[src/rtl/mulx_pkg.sv]
package mulx_pkg;
  typedef enum logic [1:0] {
    SG_UU  = 2'b00,
    SG_SS  = 2'b01,
    SG_SU  = 2'b10,
    SG_RSV = 2'b11
  } sign_mode_e;

  typedef struct packed {
    logic a_signed;
    logic b_signed;
    logic frac;
  } op_ctl_t;

  // code 11 falls back to unsigned x unsigned
  function automatic op_ctl_t decode_op(input logic [2:0] code);
    op_ctl_t c;
    c.frac = code[2];
    unique case (sign_mode_e'(code[1:0]))
      SG_SS:   begin c.a_signed = 1'b1; c.b_signed = 1'b1; end
      SG_SU:   begin c.a_signed = 1'b1; c.b_signed = 1'b0; end
      default: begin c.a_signed = 1'b0; c.b_signed = 1'b0; end
    endcase
    return c;
  endfunction
endpackage

[src/rtl/mulx_operand_ext.sv]
module mulx_operand_ext #(
  parameter int W = 8,
  localparam int XW = 2 * W
) (
  input  logic [W-1:0]  opnd,
  input  logic          is_signed,
  output logic [XW-1:0] opnd_x
);
  logic fill;
  assign fill   = is_signed & opnd[W-1];
  assign opnd_x = {{W{fill}}, opnd};
endmodule

[src/rtl/mulx_pp_array.sv]
module mulx_pp_array #(
  parameter int W = 8,
  localparam int XW = 2 * W
) (
  input  logic [XW-1:0] a_x,
  input  logic [XW-1:0] b_x,
  output logic [XW-1:0] raw
);
  logic [XW-1:0] row [XW];
  logic [XW-1:0] acc [XW+1];

  assign acc[0] = '0;

  for (genvar i = 0; i < XW; i++) begin : g_row
    assign row[i]   = (a_x & {XW{b_x[i]}}) << i;
    assign acc[i+1] = acc[i] + row[i];
  end

  assign raw = acc[XW];
endmodule

[src/rtl/mulx_post.sv]
module mulx_post #(
  parameter int W = 8,
  localparam int XW = 2 * W
) (
  input  logic [XW-1:0] raw,
  input  logic          frac,
  output logic [XW-1:0] result,
  output logic          zero,
  output logic          carry
);
  assign result = frac ? {raw[XW-2:0], 1'b0} : raw;
  assign carry  = raw[XW-1];
  assign zero   = (result == '0);
endmodule

[src/rtl/mulx_unit.sv]
module mulx_unit
  import mulx_pkg::*;
#(
  parameter int W = 8,
  localparam int XW = 2 * W
) (
  input  logic          clk,
  input  logic          rst_n,
  input  logic          in_valid,
  output logic          in_ready,
  input  logic [2:0]    op,
  input  logic [W-1:0]  opnd_a,
  input  logic [W-1:0]  opnd_b,
  output logic          busy,
  output logic          done,
  output logic [XW-1:0] product,
  output logic          flag_z,
  output logic          flag_c
);
  op_ctl_t       ctl;
  logic          accept;
  logic [XW-1:0] a_x, b_x, a_x_q, b_x_q;
  logic          frac_q, busy_q, done_q;
  logic [XW-1:0] raw, res_d, prod_q;
  logic          z_d, c_d, z_q, c_q;

  assign ctl    = decode_op(op);
  assign accept = in_valid & ~busy_q;

  mulx_operand_ext #(.W(W)) u_ext_a (.opnd(opnd_a), .is_signed(ctl.a_signed), .opnd_x(a_x));
  mulx_operand_ext #(.W(W)) u_ext_b (.opnd(opnd_b), .is_signed(ctl.b_signed), .opnd_x(b_x));

  // stage 1: capture extended operands
  always_ff @(posedge clk or negedge rst_n) begin
    if (!rst_n) begin
      a_x_q  <= '0;
      b_x_q  <= '0;
      frac_q <= 1'b0;
      busy_q <= 1'b0;
    end else begin
      busy_q <= accept;
      if (accept) begin
        a_x_q  <= a_x;
        b_x_q  <= b_x;
        frac_q <= ctl.frac;
      end
    end
  end

  mulx_pp_array #(.W(W)) u_array (.a_x(a_x_q), .b_x(b_x_q), .raw(raw));
  mulx_post     #(.W(W)) u_post  (.raw(raw), .frac(frac_q), .result(res_d), .zero(z_d), .carry(c_d));

  // stage 2: register result and flags
  always_ff @(posedge clk or negedge rst_n) begin
    if (!rst_n) begin
      prod_q <= '0;
      z_q    <= 1'b0;
      c_q    <= 1'b0;
      done_q <= 1'b0;
    end else begin
      done_q <= busy_q;
      if (busy_q) begin
        prod_q <= res_d;
        z_q    <= z_d;
        c_q    <= c_d;
      end
    end
  end

  assign in_ready = ~busy_q;
  assign busy     = busy_q;
  assign done     = done_q;
  assign product  = prod_q;
  assign flag_z   = z_q;
  assign flag_c   = c_q;

  a_r1_ready_busy: assert property (@(posedge clk) disable iff (!rst_n)
    busy |-> !in_ready);
  a_r2_busy_after_accept: assert property (@(posedge clk) disable iff (!rst_n)
    accept |=> busy);
  a_r2_done_latency: assert property (@(posedge clk) disable iff (!rst_n)
    $past(accept, 2) |-> done);
  a_r2_done_pulse: assert property (@(posedge clk) disable iff (!rst_n)
    done |=> !done);
  a_r5_frac_lsb: assert property (@(posedge clk) disable iff (!rst_n)
    (done && frac_q) |-> (product[0] == 1'b0));
  a_r7_zero_flag: assert property (@(posedge clk) disable iff (!rst_n)
    done |-> (flag_z == (product == '0)));
  a_r8_hold: assert property (@(posedge clk) disable iff (!rst_n)
    !$past(busy) |-> ($stable(product) && $stable(flag_z) && $stable(flag_c)));
endmodule

[config.mk]
export PLATFORM = sky130hd
export DESIGN_NAME = mulx_unit
export DESIGN_NICKNAME = d
export VERILOG_FILES = /design/src/rtl/mulx_pkg.sv /design/src/rtl/mulx_operand_ext.sv /design/src/rtl/mulx_pp_array.sv /design/src/rtl/mulx_post.sv /design/src/rtl/mulx_unit.sv
export SDC_FILE = /design/constraint.sdc
export NUM_CORES = 1
export LEC_CHECK = 0
export BUFFER_PORTS_ARGS = -buffer_cell sky130_fd_sc_hd__buf_2
export CAP_MARGIN = 20
export CORE_UTILIZATION = 62
export DETAILED_ROUTE_END_ITERATION = 6
export GPL_TIMING_DRIVEN = 0
export PLACE_DENSITY = 0.83
export SLEW_MARGIN = 10
export SYNTH_ARGS = -nofsm -noshare
export SYNTH_HDL_FRONTEND = slang
export SYNTH_SLANG_ARGS = --single-unit
[constraint.sdc]
create_clock -name clk -period 6 [get_ports clk]
set_clock_uncertainty 0.1 [all_clocks]
set_input_delay 0.3 -clock clk [delete_from_list [all_inputs] [get_ports clk]]
set_output_delay 0.3 -clock clk [all_outputs]
set_load 0.02 [all_outputs]
==> results.toml, run 1 <==
[layout]
drive_above_1_share = 0.1277
nFillCells = 540
syn_to_final_growth_pct = 8.566
nNetsFinal = 646
diodes = 0

[clock_tree]
hold_buffers = 0
clock_sinks = 39
cts_resized = 0
cts-root-buf = "clkbuf_8"
clkTransAtPathRegs_ns = 0.08
clk_path_buf_depth = 2
htreeDepth = 2
post-cts-setup-buffers = 0
worstSkewPairLatency_ns = 0.31
numCtsBuffers = 5
cts_tree = "done"

[yosys]
synth.area.top_cells = "fa_1, dfrtp_1, ha_1, inv_1, and2_1"
synth-edff-count = 0
synth-seq-area-share = 0.2056
synthArstFlopShare = 1.000
synth_ff_type = "dfrtp_1"
syn_area_um2 = 4747
yosysUniqueCellTypes = 41
synth_top_area_share = 0.3121
synth-seq-cells = 39
syn_avg_cell_area_um2 = 10.04
syn_nets = 611
syn_inst = 473
yosys_warnings = 0
synth_top_area_cell = "fa_1"

[placed_design]
place_congestion = 0.8906
io_buffers = 42
dp_hpwl_mm = 8.010

[timing]
layout_min_cycle_time_ns = 5.761
fin_hold_ws_ns = -0.01331
rsz0062_at_grt = "no"
fmax_mhz = 173.6
tns_ns = 0
max_slew.worst_pin.slew_ns = 0.8364
fin_crit_sh = 0.9602
setup_viol = 0
slew_violations = 0
relSlewSlack = 0.4424
hold_viol = 16

[floorplan]
core_um2 = 7331
dieArea_um2 = 8010
row_count = 31
io_pins = 43
start_util = 0.6476
die_y_um = 89.50
die_w_um = 89.50

[drt]
wl_per_cell_um = 15.79
vias_per_cell = 5.418
via_count = 3294
drtPass1Iterations = 4
ant_nets = 0
wl_mm = 9.600
drt_iter0_markers = 191
drc = 0

[critical_path]
r2r-start = "a_x_q[7]"
startpoint_type = "flop"
timing.critical_path.buf_inv = 3
cpPeakStageDelay_ns = 0.55
crit_family = "adder cells"
cpMostUsedCell = "fa_1"
rr_worst_depth = 19
cp.arrival_ns = 5.86
r2r_slack_ns = 0.24
required_ns = 6.10
cp-end-kind = "flop"
r2r-end = "flag_z"
path_max_fanout = 10
path_class = "reg -> reg"
path_depth = 19
cp_cell_sequence = "buf_2 > and2_1 > fa_1 > fa_1 > inv_1 > fa_1 > fa_1 > inv_1 > ha_1 > ha_1 > ha_1 > fa_1 > a211oi_2 > o21bai_1 > a21oi_1 > xnor2_1 > nor4_1 > and3_1 > a22o_1"
cp_slowest_cell = "fa_1"

[outcome]
violations = "hold timing"
status = "finished with violations"

[flow_run]
maxCapViolations = 0

[global_route]
grt_pass1_wl_mm = 16.24
grt-ovfl-total = 0
grt.total_usage = 0.2762
antenna_found_initial = 0
grt_max_degree = 40
grt_pass1_vias = 3595

[min_path]
hp-class = "in -> async"
per-layer routing:
metal  global-route usage  part of all wire  up-vias
li1                     -                 -     1519
met1               0.3566              0.43     1659
met2               0.4740              0.50       93
met3              0.04986             0.049       23
met4              0.09235             0.021        0
met5                    0                 0        -
cell usage in the layout, fill, tap and decap left out, types with 2 or more instances in the layout:
cell | synthesis | layout
nand2_1 | 47 | 47
nor4_1 | 3 | 3
o21bai_1 | 2 | 2
a21oi_1 | 18 | 18
mux2_1 | 16 | 16
o21ai_1 | 7 | 7
fa_1 | 74 | 74
nand2b_1 | 2 | 2
a21o_1 | 2 | 2
nand3_1 | 2 | 2
o21ai_0 | 3 | 3
xnor2_1 | 16 | 16
clkbuf_1 | 21 | 7
ha_1 | 42 | 42
mux2i_1 | 8 | 8
clkbuf_8 | 0 | 5
buf_2 | 2 | 44
xnor3_1 | 2 | 2
nand2_2 | 2 | 2
xor2_1 | 4 | 4
a31oi_1 | 2 | 2
and2_1 | 37 | 37
inv_1 | 88 | 88
dfrtp_2 | 0 | 3
dfrtp_1 | 39 | 36
mux2_2 | 2 | 2
nor2_1 | 14 | 14
xnor2_2 | 2 | 2
cell type report:
| cell class | count | area, um2 | area share |
|---|---|---|---|
| tap | 99 | 123.9 | 0.02404 |
| clock buffer | 5 | 68.82 | 0.01335 |
| multi-input combinational | 320 | 3338 | 0.6477 |
| sequential | 39 | 979.7 | 0.1901 |
| buffer | 11 | 51.30 | 0.009954 |
| timing repair buffer | 42 | 210.2 | 0.04079 |
| clock inverter | 3 | 47.55 | 0.009226 |
| inverter | 89 | 334.1 | 0.06482 |
synth_stat cells, drive strengths merged, types with 2 or more instances:
master	number
nor2	14
and2	37
o21bai	2
a21oi	19
fa	74
clkbuf	21
buf	4
a31oi	2
xnor3	2
nand2	49
mux2i	8
a21o	2
xor2	4
nor4	3
a211oi	2
xnor2	18
ha	42
mux2	18
o21ai	10
nand3	2
dfrtp	39
nand2b	2
inv	89
worst max-delay path by stage:
| stage | start | endpoint | slack [ns] |
|---|---|---|---|
| after floorplan | b_x_q[0] | flag_z | 0.62 |
| after detailed placement | b_x_q[5] | flag_z | 0.002 |
| after global placement | b_x_q[5] | flag_z | 0.09 |
| after global routing | a_x_q[7] | flag_z | 0.01 |
| final | a_x_q[7] | flag_z | 0.24 |
| after CTS | a_x_q[0] | flag_z | 0.006 |
per-stage QoR:
step | cell area (um2) | cells | hold slack, ns | util | setup slack, ns
global placement | 5081 | 614 | 0.3311 | 0.6931 | 0.08771
finish | 5154 | 608 | -0.01331 | 0.7030 | 0.2388
floorplan | 4747 | 473 | -0.09559 | - | 0.6186
global route | 5154 | 608 | 0.06236 | 0.7030 | 0.01112
detailed placement | 5081 | 614 | 0.3516 | 0.6931 | 0.002199
CTS | 5190 | 620 | 0.02780 | 0.7080 | 0.005818
sequential cells by signal (all words and copies together) (netlist names):
signal / flops
a_x_q: 9
b_x_q: 9
busy: 1
done: 1
flag_c: 1
flag_z: 1
frac_q: 1
product: 16
logic make-up after synthesis:
family / Yosys count / synth area share
adder cells (fa/ha/maj): 116 / 0.4228
buffers and inverters: 114 / 0.09225
AND/OR/NAND/NOR: 112 / 0.1149
AO/OA/AOI/OAI: 42 / 0.05166
flip-flops: 39 / 0.2056
multiplexers: 26 / 0.05957
XOR/XNOR: 24 / 0.05324
Power of run 1 is left out: the tool's default activity adds up to more than one toggle a clock period on the data nets, which glitch-free logic cannot reach.
==> run 2, diff against run 1 <==
- CORE_UTILIZATION: 62 -> 56
- PLACE_DENSITY: 0.83 -> 0.76
==> run 2 against run 1 <==
Compared with the run above:
- the flow now finishes without violations
- maximum frequency grew 1.1%
- setup slack gained 0.065 ns
- sequential share of layout area is essentially flat
- largest cell class unchanged
- highest routed layer unchanged
==> results.toml, run 2 (synthesis gave the netlist of run 1 again) <==
[layout]
nNetsFinal = 647
nFillCells = 683
diodes = 0
drive_above_1_share = 0.1333
fin_cells = 615
fin_area_um2 = 5171
largest_reg_flops = 16
syn_to_final_growth_pct = 8.935
final_common_cell = "inv_1"
layout_common_cells = "inv_1, fa_1, nand2_1"

[global_route]
grt_pass1_vias = 3430
grt.total_usage = 0.2430
grt_max_degree = 40
grt-ovfl-total = 0
grt_pass1_wl_mm = 16.12
antenna_found_initial = 0

[clock_tree]
hold_buffers = 0
numCtsBuffers = 5
clkTransAtPathRegs_ns = 0.08
cts_tree = "done"
clock_sinks = 39
cts_resized = 0
worstSkewPairLatency_ns = 0.30
htreeDepth = 2
clk_path_buf_depth = 2
post-cts-setup-buffers = 0
cts-root-buf = "clkbuf_8"

[critical_path]
required_ns = 6.10
path_class = "reg -> reg"
rr_worst_depth = 19
cp.arrival_ns = 5.79
r2r-end = "flag_z"
cpMostUsedCell = "fa_1"
startpoint_type = "flop"
path_max_fanout = 10
cp-end-kind = "flop"
cp_cell_sequence = "buf_2 > and2_1 > fa_1 > fa_1 > inv_1 > fa_1 > fa_1 > inv_1 > ha_1 > ha_1 > ha_1 > fa_1 > a211oi_2 > o21bai_1 > a21oi_1 > xnor2_1 > nor4_1 > and3_1 > a22o_1"
r2r_slack_ns = 0.30
r2r-start = "a_x_q[7]"
cpPeakStageDelay_ns = 0.54
cp_slowest_cell = "fa_1"

[drt]
via_count = 3230
wl_per_cell_um = 15.38
wl_mm = 9.456
drt_iter0_markers = 93
ant_nets = 0
drc = 0
drtPass1Iterations = 4
vias_per_cell = 5.252

[outcome]
status = "completed"

[placed_design]
io_buffers = 42
dpl.cell_count = 620
dp_hpwl_mm = 7.852
place_congestion = 0.8340
place_area_um2 = 5089

[min_path]
hp-class = "in -> async"

[timing]
max_slew.worst_pin.slew_ns = 0.8541
slew_violations = 0
setup_viol = 0
rsz0062_at_grt = "no"
layout_min_cycle_time_ns = 5.696
relSlewSlack = 0.4306
fin_crit_sh = 0.9493
hold_viol = 0
tns_ns = 0
fmax_mhz = 175.6

[floorplan]
core_um2 = 8217
start_util = 0.5777
dieArea_um2 = 8849
io_pins = 43
die_w_um = 94.07
die_y_um = 94.07
row_count = 33

[flow_run]
maxCapViolations = 0
-- run 2: changes by cell type in the layout (fill, tap and decap cells not counted) --
cell	before	now
dfrtp_1	36	34
dfrtp_2	3	5
clkbuf_1	7	8
clkinv_2	0	1
inv_6	1	0
xnor2_1	16	15
xnor2_2	2	3
-- run 2: per-stage QoR --
stage	utilization	hold WS (ns)	setup WS [ns]
3_5_place_dp	0.6193	0.3614	0.03454
6_report	0.6294	0.001485	0.3042
2_1_floorplan	-	-0.09559	0.6186
4_1_cts	0.6330	0.03589	0.002430
3_3_place_gp	0.6193	0.3276	0.09961
5_1_grt	0.6294	0.07190	0.02064
-- run 2: final cells by class --
type,count,area (um2),area share
buffer,12,55.05,0.01065
clock buffer,5,68.82,0.01331
clock inverter,3,43.79,0.008468
inverter,89,334.1,0.06460
multi-input combinational,320,3346,0.6470
sequential,39,982.2,0.1899
tap,105,131.4,0.02541
timing repair buffer,42,210.2,0.04065
-- run 2: worst max-delay path by stage --
stage              from  endpoint  slack, ns  depth (start not counted)
6_report       a_x_q[7]    flag_z       0.30                         19
5_1_grt        a_x_q[7]    flag_z       0.02                         19
4_1_cts        b_x_q[5]    flag_z      0.002                         20
3_5_place_dp   a_x_q[0]    flag_z       0.03                         20
3_3_place_gp   b_x_q[5]    flag_z        0.1                         20
2_1_floorplan  b_x_q[0]    flag_z       0.62                         19
-- run 2: per-layer routing --
metal	track usage	vias up	part of all wire
met3	0.04935	14	0.038
li1	-	1516	-
met5	0	-	0
met4	0.07436	0	0.019
met2	0.4100	77	0.51
met1	0.3151	1623	0.44
-- run 2: worst max-delay path, delay by kind of cell, from the launching register on --
family,cells,cell delay (ns)
AOI/OAI and AO/OA,4,0.79
xor gates and xnor gates,1,0.24
adders and majority gates,8,3.36
buffers and inverters,3,0.27
DFF,1,0.37
and+or+nand+nor,3,0.45
Power of run 2 is left out for the same reason.
